### src/rtl/sbg_pkg.sv
package sbg_pkg;
    // Phase of the step sequencer
    typedef enum logic [1:0] {
        PH_IDLE = 2'd0,
        PH_HIGH = 2'd1,
        PH_GAP  = 2'd2
    } phase_e;
endpackage

### src/rtl/sbg_timer.sv
// Down-counting phase timer: load a length, report when it reaches zero.
module sbg_timer #(
    parameter int TMR_W = 4
) (
    input  logic             clk,
    input  logic             rst_n,
    input  logic             load_i,
    input  logic [TMR_W-1:0] val_i,
    output logic             zero_o
);
    typedef struct packed {
        logic [TMR_W-1:0] cnt;
    } tmr_t;

    tmr_t tmr_d, tmr_q;

    always_comb begin
        tmr_d = tmr_q;
        if (load_i) begin
            tmr_d.cnt = val_i;
        end else if (tmr_q.cnt != '0) begin
            tmr_d.cnt = tmr_q.cnt - 1'b1;
        end
    end

    always_ff @(posedge clk or negedge rst_n) begin
        if (!rst_n) tmr_q <= '0;
        else        tmr_q <= tmr_d;
    end

    assign zero_o = (tmr_q.cnt == '0);
endmodule

### src/rtl/sbg_shadow.sv
// Per-period copy of direction, enable and timing lengths, refreshed at a strobe.
module sbg_shadow #(
    parameter int TMR_W = 4
) (
    input  logic             clk,
    input  logic             rst_n,
    input  logic             load_i,
    input  logic             dir_i,
    input  logic             en_i,
    input  logic [TMR_W-1:0] hi_i,
    input  logic [TMR_W-1:0] gap_i,
    output logic             dir_o,
    output logic             en_o,
    output logic [TMR_W-1:0] hi_o,
    output logic [TMR_W-1:0] gap_o
);
    typedef struct packed {
        logic             dir;
        logic             en;
        logic [TMR_W-1:0] hi;
        logic [TMR_W-1:0] gap;
    } shadow_t;

    shadow_t sh_d, sh_q;

    always_comb begin
        sh_d = sh_q;
        if (load_i) begin
            sh_d.dir = dir_i;
            sh_d.en  = en_i;
            sh_d.hi  = hi_i;
            sh_d.gap = gap_i;
        end
    end

    always_ff @(posedge clk or negedge rst_n) begin
        if (!rst_n) sh_q <= '0;
        else        sh_q <= sh_d;
    end

    assign dir_o = sh_q.dir;
    assign en_o  = sh_q.en;
    assign hi_o  = sh_q.hi;
    assign gap_o = sh_q.gap;
endmodule

### src/rtl/sbg_seq.sv
// Burst sequencer: phase state, remaining pulse budget and overrun flag.
module sbg_seq
    import sbg_pkg::*;
#(
    parameter int CNT_W = 6,
    parameter int TMR_W = 4
) (
    input  logic             clk,
    input  logic             rst_n,
    input  logic             sync_i,
    input  logic             en_i,
    input  logic [CNT_W-1:0] cnt_i,
    input  logic [TMR_W-1:0] hi_i,
    input  logic [TMR_W-1:0] gap_i,
    input  logic [TMR_W-1:0] hi_sh_i,
    input  logic [TMR_W-1:0] gap_sh_i,
    input  logic             tmr_zero_i,
    output logic             tmr_load_o,
    output logic [TMR_W-1:0] tmr_val_o,
    output logic             step_o,
    output logic             overrun_o
);
    // Count register is two bits wider; its two low bits load as zero.
    localparam int CTR_W = CNT_W + 2;
    localparam logic [CTR_W-1:0] PER_PULSE = CTR_W'(2);

    typedef struct packed {
        phase_e           ph;
        logic [CTR_W-1:0] rem;
        logic             ovr;
    } seq_t;

    seq_t seq_d, seq_q;
    logic busy;
    logic start;

    assign busy  = (seq_q.ph != PH_IDLE);
    assign start = en_i && (cnt_i != '0);

    always_comb begin
        seq_d      = seq_q;
        tmr_load_o = 1'b0;
        tmr_val_o  = '0;
        if (sync_i) begin
            seq_d.ovr = busy;
            seq_d.rem = en_i ? {cnt_i, 2'b00} : '0;
            if (!start) begin
                seq_d.ph = PH_IDLE;
            end else if (busy) begin
                // Separate the cut-off pulse from the new burst.
                seq_d.ph   = PH_GAP;
                tmr_load_o = 1'b1;
                tmr_val_o  = gap_i;
            end else begin
                seq_d.ph   = PH_HIGH;
                tmr_load_o = 1'b1;
                tmr_val_o  = hi_i;
            end
        end else begin
            unique case (seq_q.ph)
                PH_HIGH: begin
                    if (tmr_zero_i) begin
                        seq_d.rem = seq_q.rem - PER_PULSE;
                        if (seq_q.rem == PER_PULSE) begin
                            seq_d.ph = PH_IDLE;
                        end else begin
                            seq_d.ph   = PH_GAP;
                            tmr_load_o = 1'b1;
                            tmr_val_o  = gap_sh_i;
                        end
                    end
                end
                PH_GAP: begin
                    if (tmr_zero_i) begin
                        seq_d.ph   = PH_HIGH;
                        tmr_load_o = 1'b1;
                        tmr_val_o  = hi_sh_i;
                    end
                end
                default: seq_d.ph = PH_IDLE;
            endcase
        end
    end

    always_ff @(posedge clk or negedge rst_n) begin
        if (!rst_n) seq_q <= '{ph: PH_IDLE, rem: '0, ovr: 1'b0};
        else        seq_q <= seq_d;
    end

    assign step_o    = (seq_q.ph == PH_HIGH);
    assign overrun_o = seq_q.ovr;
endmodule

### src/rtl/step_burst_gen.sv
module step_burst_gen #(
    parameter int CNT_W = 6,
    parameter int TMR_W = 4
) (
    input  logic               clk,
    input  logic               rst_n,
    input  logic               sync_i,
    input  logic [CNT_W+1:0]   ctl_i,
    input  logic [TMR_W-1:0]   hi_len_i,
    input  logic [TMR_W-1:0]   gap_len_i,
    output logic               step_o,
    output logic               dir_o,
    output logic               oe_o,
    output logic               overrun_o
);
    localparam int CTL_W   = CNT_W + 2;
    localparam int DIR_BIT = CTL_W - 1;
    localparam int EN_BIT  = CTL_W - 2;

    logic             tmr_load;
    logic [TMR_W-1:0] tmr_val;
    logic             tmr_zero;
    logic [TMR_W-1:0] hi_sh, gap_sh;

    sbg_shadow #(.TMR_W(TMR_W)) u_shadow (
        .clk    (clk),
        .rst_n  (rst_n),
        .load_i (sync_i),
        .dir_i  (ctl_i[DIR_BIT]),
        .en_i   (ctl_i[EN_BIT]),
        .hi_i   (hi_len_i),
        .gap_i  (gap_len_i),
        .dir_o  (dir_o),
        .en_o   (oe_o),
        .hi_o   (hi_sh),
        .gap_o  (gap_sh)
    );

    sbg_seq #(.CNT_W(CNT_W), .TMR_W(TMR_W)) u_seq (
        .clk        (clk),
        .rst_n      (rst_n),
        .sync_i     (sync_i),
        .en_i       (ctl_i[EN_BIT]),
        .cnt_i      (ctl_i[CNT_W-1:0]),
        .hi_i       (hi_len_i),
        .gap_i      (gap_len_i),
        .hi_sh_i    (hi_sh),
        .gap_sh_i   (gap_sh),
        .tmr_zero_i (tmr_zero),
        .tmr_load_o (tmr_load),
        .tmr_val_o  (tmr_val),
        .step_o     (step_o),
        .overrun_o  (overrun_o)
    );

    sbg_timer #(.TMR_W(TMR_W)) u_timer (
        .clk    (clk),
        .rst_n  (rst_n),
        .load_i (tmr_load),
        .val_i  (tmr_val),
        .zero_o (tmr_zero)
    );
endmodule

### config.mk
export PLATFORM = sky130hd
export DESIGN_NAME = step_burst_gen
export DESIGN_NICKNAME = d
export VERILOG_FILES = /design/src/rtl/sbg_pkg.sv /design/src/rtl/sbg_timer.sv /design/src/rtl/sbg_shadow.sv /design/src/rtl/sbg_seq.sv /design/src/rtl/step_burst_gen.sv
export SDC_FILE = /design/constraint.sdc
export NUM_CORES = 1
export LEC_CHECK = 0
export BUFFER_PORTS_ARGS = -buffer_cell sky130_fd_sc_hd__buf_4
export CAP_MARGIN = 40
export CORE_MARGIN = 8
export CORE_UTILIZATION = 55
export CTS_CLUSTER_SIZE = 16
export DETAILED_ROUTE_END_ITERATION = 10
export PLACE_DENSITY = 0.83
export SLEW_MARGIN = 15
export SYNTH_ARGS = -nofsm -noshare
export SYNTH_HDL_FRONTEND = slang
export SYNTH_SLANG_ARGS = --single-unit
### constraint.sdc
create_clock -name clk -period 2.2 [get_ports clk]
set_input_delay 0.22 -clock clk [delete_from_list [all_inputs] [get_ports clk]]
set_output_delay 0.22 -clock clk [all_outputs]
set_load 0.1 [all_outputs]
==> results by group, run 1 <==
Status
  • Outcome: completed

Clock network
  • Clock latency on the worst-skew pair: 0.32 ns
  • Root Buffer: clkbuf_4
  • Setup bufs post-CTS: 0
  • # resized after CTS: 0
  • CTS buffer count: 3
  • TritonCTS clock tree: done
  • CTS sink count: 24
  • Clock Pin Slew Worst Setup and Hold Paths: 0.13 ns
  • Clock Tree Buf Depth: 2
  • Htree depth: 1

Power
  • VDD IR max: 0.000730 V
  • Sequential share of power: 35.9%
  • Comb pwr share: 50.4%
  • Leak: 0.693 nW
  • Cell Pwr Density: 1070 mW/mm²
  • Power consumption: 1.75 mW
  • Sw frac: 44.1%
  • Internal: 977 µW
  • Share of total power in the clock network: 13.7%
  • Net Sw Power: 770 µW

Flow run
  • MaxCap Viol Count: 0

Detailed routing
  • First-pass DRT Iterations: 4
  • Final ANT Viol Nets: 0
  • Via/cell ratio: 5.93
  • Wire per inst: 16.9 µm
  • Via count: 1091
  • DRT Wirelength: 3.10 mm
  • Residual DRC count: 0
  • Detailed Route Iter0 Violations: 87

Placement
  • RD Place Congestion: 0.872
  • Dpl hpwl: 2.29 mm
  • Input/output buffers: 22

Critical path
  • Most common cell on crit path: a32oi_1
  • Max stage delay on crit path: 0.41 ns
  • Critical Path Slowest Stage Cell: nor2_1
  • CP Class: reg -> reg
  • Worst Setup End Kind: register
  • Buf/Inv on CP: 1
  • Reg2reg setup slack: 0.21 ns
  • Kind of start point of the critical path: register
  • CP cell instances: inv_1, ha_1, or3b_1, nor2_1, a32oi_1, a32oi_1
  • Worst path arrival time: 2.24 ns
  • CP delay by family, top: simple AND/OR/NAND/NOR gates
  • Crit-path max FO: 8
  • WP data required: 2.45 ns

STA
  • Final TNS setup: 0 ns
  • Pins Over Slew Limit: 0
  • Worst-Margin Slew: 0.599 ns
  • Unrepaired setup endpoints after global routing: no
  • Tmin final: 1.99 ns
  • Setup Skew: 0.00193 ns
  • Setup violations, final: 0
  • Fin Hold WS: 0.121 ns
  • Worst relative slew slack: 59.9%
  • Max Clk Rate: 502 MHz
  • Final period util: 90.6%
  • Final hold violation count: 0

GRT
  • First-pass GRT wire length: 5.28 mm
  • Largest net degree at the start of global routing: 28
  • Vias in the first global route: 1174
  • Initial antenna violation count: 0
  • Tot GR Track Use: 15.2%
  • Aggregate global routing overflow: 0

Synth
  • Post-synth ARST share: 100%
  • Top post-synthesis cells by count: dfrtp_1, mux2_2, nand3_1
  • Synthesized flop and latch total: 24
  • Synthesized net count: 158
  • Ranking of synthesized cells by area: dfrtp_1, mux2_2, ha_1, nand3_1, a32oi_1
  • Area leader, netlist: dfrtp_1
  • Synth cell types: 34
  • Synth Area per Inst: 10.6 µm²
  • Synth warnings: 0
  • Post-synth EDFFs: 0
  • Share of the synthesized area in the top cell type: 42.9%
  • Synth Flop Type: dfrtp_1
  • Seq/Total Area, Yosys: 42.9%
  • Mapped cell area: 0.00140 mm²
  • Mapped Cells: 132
  • Top-count cell post-synth: dfrtp_1

Final layout
  • ANT cells: 0
  • Layout cells sized above 1: 29.9%
  • Final nets: 181
  • Layout area overhead: 16.8%
  • # fillers: 190

Die
  • Starting Density: 57.0%
  • Io pins: 23
  • Die H: 66.5 µm
  • # rows: 18
  • Core ar.: 0.00245 mm²
  • Die W: 66.5 µm
  • Die area: 0.00442 mm²

Hold path
  • Worst Hold Class: in -> reg
[power by group through the flow]
stage	Sequential [mW]	Clock (mW)	Combinational, mW
3_5_place_dp	0.635	0	0.867
5_1_grt	0.638	0.257	0.956
4_1_cts	0.625	0.239	0.875
3_3_place_gp	0.627	0	0.836
2_1_floorplan	0.706	0	0.586
6_report	0.627	0.239	0.881
[per-layer routing]
layer	global-route usage (%)	wire [µm]	share of wire, %	vias up
li1	-	-	-	531
met1	17.4	1380	44	540
met2	26.9	1600	52	16
met3	3.02	88	2.8	4
met4	6.13	31	1.0	0
met5	0	0	0	-
[flip-flops by register name, indices dropped and copies added, names as in the netlist]
register	count
u_seq.overrun_o	1
u_shadow.dir_o	1
u_timer.tmr_q	4
u_shadow.gap_o	4
u_shadow.en_o	1
u_shadow.hi_o	4
u_seq.seq_q	9
[layout make-up]
| class | count | area, µm² | area share, % |
|---|---|---|---|
| Sequential cell | 24 | 601 | 36.7 |
| Tap cell | 30 | 37.5 | 2.30 |
| Inverter | 9 | 33.8 | 2.07 |
| Multi-Input combinational cell | 93 | 744 | 45.5 |
| Timing Repair Buffer | 24 | 183 | 11.2 |
| Clock buffer | 4 | 36.3 | 2.22 |
[stage by stage]
stage / util [%] / area, µm² / std cells / setup slack [ns]
after floorplan: - / 1400 / 132 / 0.0557
after global placement: 64.7 / 1590 / 179 / 0.335
after detailed placement: 64.7 / 1590 / 179 / 0.244
after CTS: 66.6 / 1640 / 184 / 0.208
after global routing: 66.6 / 1640 / 184 / 0.00814
final: 66.6 / 1640 / 184 / 0.207
[logic make-up after synthesis]
group	count (synthesis)	synth area share [%]
AND/OR/NAND/NOR	34	13.0
AO/OA/AOI/OAI	30	17.4
flip-flops	24	42.9
buffers and inverters	15	4.11
multiplexers	14	11.3
XOR/XNOR	8	5.00
adder cells (fa/ha/maj)	7	6.26
[layout by cell type (no fill, tap or decap), types with 2 or more instances in the layout]
master    instances
a21oi_1           3
a32oi_1           6
clkbuf_4          3
buf_4            23
inv_1             9
nor2_1            5
nand3_1          11
xor2_1            6
dfrtp_1          24
a31oi_1           3
o211ai_1          3
ha_1              6
o21ai_0           8
mux2_2           14
xnor2_1           2
nor3_1            3
nand2_1           6
[worst reg2reg max path, delay by kind of cell (launching register included)]
family	cells	cell delay (ns)
adder cells (fa/ha/maj)	1	0.19
AO/OA/AOI/OAI	2	0.40
flip-flops	1	0.40
buffers and inverters	1	0.15
AND/OR/NAND/NOR	2	0.78
[worst paths after layout]
check,to,start,depth (start not counted)
hold reg to reg,u_shadow.dir_o,u_shadow.dir_o,1
min in group asynchronous,u_shadow.dir_o,rst_n,2
hold / removal,u_shadow.dir_o,ctl_i[7],2
setup reg to reg,u_timer.tmr_q[0],u_timer.tmr_q[0],6
max in group asynchronous,u_seq.seq_q[3],rst_n,2
setup / recovery,u_timer.tmr_q[0],u_timer.tmr_q[0],6
[repair_timing]
action	CTS	global route
endpoints found under the setup margin	0	0
hold buffers	1	0
endpoints found under the hold margin	24	0
Power figures use the tool's default switching activity.
==> run 2, diff against run 1 <==
CELL_PAD_IN_SITES_DETAIL_PLACEMENT = 0   (was not set)
CELL_PAD_IN_SITES_GLOBAL_PLACEMENT = 1   (was not set)
CORE_UTILIZATION = 39   (was 55)
PLACE_DENSITY = 0.77   (was 0.83)
==> results by group, run 2 (synthesis gave the netlist of run 1 again) <==
Hold path
  • Worst Hold Class: in -> reg
  • Hold EP: u_shadow.dir_o
  • Worst min-delay path startpoint: ctl_i[7]
  • Hold depth: 2 (unchanged)

Placement
  • Pre-CTS setup slack: 0.373 ns (+0.129 ns)
  • Input/output buffers: 22 (unchanged)
  • Dpl hpwl: 2.48 mm (+8.0%)
  • RD Place Congestion: 0.865 (-0.78%)

STA
  • Final TNS setup: 0 ns (unchanged)
  • Final period util: 84.4% (-6.2 points)
  • Unrepaired setup endpoints after global routing: no
  • Tmin final: 1.86 ns (-0.136 ns)
  • Setup ws final: 0.343 ns (+0.136 ns)
  • Worst relative slew slack: 58.3% (-1.6 points)
  • Max Clk Rate: 538 MHz (+7.3%)
  • Worst-Margin Slew: 0.623 ns (+0.0242 ns)
  • Setup Skew: 0.00599 ns (+0.00406 ns)
  • Final hold violation count: 0 (unchanged)
  • Setup violations, final: 0 (unchanged)
  • Pins Over Slew Limit: 0 (unchanged)

Clock network
  • Clock latency on the worst-skew pair: 0.32 ns (about the same)
  • Hold buffer count at cts: 1 (unchanged)
  • TritonCTS clock tree: done
  • Clock Pin Slew Worst Setup and Hold Paths: 0.14 ns (about the same)
  • Htree depth: 1 (unchanged)
  • Root Buffer: clkbuf_4
  • CTS sink count: 24 (unchanged)
  • Setup bufs post-CTS: 0 (unchanged)
  • Clock Tree Buf Depth: 2 (unchanged)
  • CTS buffer count: 3 (unchanged)
  • # resized after CTS: 0 (unchanged)

Final layout
  • Commonest non-fill, non-tap cell in the layout: buf_4
  • Layout cells sized above 1: 30.8% (+0.90 points)
  • Final Util: 49.8% (-17 points)
  • Register area: 601 µm² (unchanged)
  • ANT cells: 0 (unchanged)
  • Final nets: 183 (+1.1%)
  • Biggest register: u_seq.seq_q
  • # fillers: 309 (+63%)
  • Layout area overhead: 20.5%
  • Max reg flops: 9 (unchanged)
  • Commonest cells after routing, fill and taps aside: buf_4, dfrtp_1, mux2_2, nand3_1, inv_1
  • Area of the multi-input gates: 744 µm² (unchanged)

Detailed routing
  • First-pass DRT Iterations: 4 (unchanged)
  • Detailed Route Iter0 Violations: 104 (+20%)
  • Residual DRC count: 0 (unchanged)
  • Via count: 1148 (+5.2%)
  • Via/cell ratio: 5.68 (-4.2%)
  • Wire per inst: 16.7 µm (-1.1%)
  • DRT Wirelength: 3.37 mm (+8.5%)
  • Final ANT Viol Nets: 0 (unchanged)

Critical path
  • Worst r2r src: u_seq.seq_q[10]
  • CP cell instances: inv_1, ha_2, nor4bb_1, nor4b_1, xnor2_1, o21ai_0
  • CP Class: reg -> reg
  • Max stage delay on crit path: 0.44 ns (+0.03 ns)
  • Worst Setup End Kind: register
  • Worst path arrival time: 2.07 ns (-0.17 ns)
  • WP data required: 2.41 ns (-0.04 ns)
  • Crit-path max FO: 4 (-4)
  • Kind of start point of the critical path: register
  • Critical Path Slowest Stage Cell: dfrtp_1
  • Critical R2R Capture: u_seq.seq_q[5]
  • FF-to-FF path depth: 6 (unchanged)
  • Reg2reg setup slack: 0.34 ns (+0.14 ns)

GRT
  • Tot GR Track Use: 11.8% (-3.4 points)
  • Initial antenna violation count: 0 (unchanged)
  • First-pass GRT wire length: 5.77 mm (+9.3%)
  • Aggregate global routing overflow: 0 (unchanged)
  • Largest net degree at the start of global routing: 28 (unchanged)
  • Vias in the first global route: 1150 (-2.0%)

Die
  • Core ar.: 0.00339 mm² (+38%)
  • Die area: 0.00576 mm² (+30%)
  • Die H: 75.9 µm (+14%)
  • Starting Density: 41.3% (-16 points)
  • Io pins: 23 (unchanged)
  • Die W: 75.9 µm (+14%)
  • # rows: 21 (+3)

Status
  • Outcome: completed

Power
  • VDD IR max: 0.000508 V (-30%)
  • Cell Pwr Density: 1100 mW/mm² (+2.6%)
  • Leak: 0.710 nW (+2.6%)

Flow run
  • MaxCap Viol Count: 0 (unchanged)
[run 2: cell types whose count changed in the layout (fill, tap and decap cells not counted)]
cell / delta
buf_4: +2
bufinv_16: +1
clkbuf_8: -1
[run 2: how the worst max path moves through the flow]
stage,startpoint,end,slack (ns)
2_1_floorplan,u_seq.seq_q[10],u_seq.seq_q[5],0.06
6_report,u_seq.seq_q[10],u_seq.seq_q[5],0.34
5_1_grt,u_seq.seq_q[4],u_seq.seq_q[10],0.18
3_5_place_dp,u_seq.seq_q[10],u_seq.seq_q[5],0.37
4_1_cts,u_seq.seq_q[10],u_seq.seq_q[5],0.36
3_3_place_gp,u_seq.seq_q[10],u_seq.seq_q[5],0.39
[run 2: cell type report]
class | instances | area share [%]
Inverter | 9 | 2.00
Clock buffer | 3 | 1.34
Tap cell | 46 | 3.41
Timing Repair Buffer | 26 | 11.7
Clock inverter | 1 | 1.78
Multi-Input combinational cell | 93 | 44.1
Sequential cell | 24 | 35.6
[run 2: power breakdown]
part           internal, mW  switching (mW)
registers             0.540          0.0857
clock network         0.184           0.142
logic                 0.345           0.552
[run 2: worst max-delay path, delay by kind of cell, from the launching register on]
kind	cells	cell delay, ns
compound gates	1	0.09
xor+xnor	1	0.16
fa+ha+maj	1	0.20
buf+inv	1	0.09
flops	1	0.44
simple gates	2	0.77
[run 2: stage by stage]
step	cell area (µm²)	std cells	power (mW)	hold slack, ns
floorplan	1400	132	1.29	-0.0756
global placement	1620	197	1.50	0.134
detailed placement	1620	197	1.52	0.138
CTS	1690	202	1.86	0.104
global route	1690	202	1.97	0.0909
finish	1690	202	1.85	0.113
[run 2: metal layers]
layer | vias up | global-route usage [%] | wire (µm)
li1 | 533 | - | -
met1 | 577 | 15.8 | 1510
met2 | 32 | 18.0 | 1620
met3 | 6 | 2.71 | 185
met4 | 0 | 4.31 | 50
met5 | - | 0 | 0
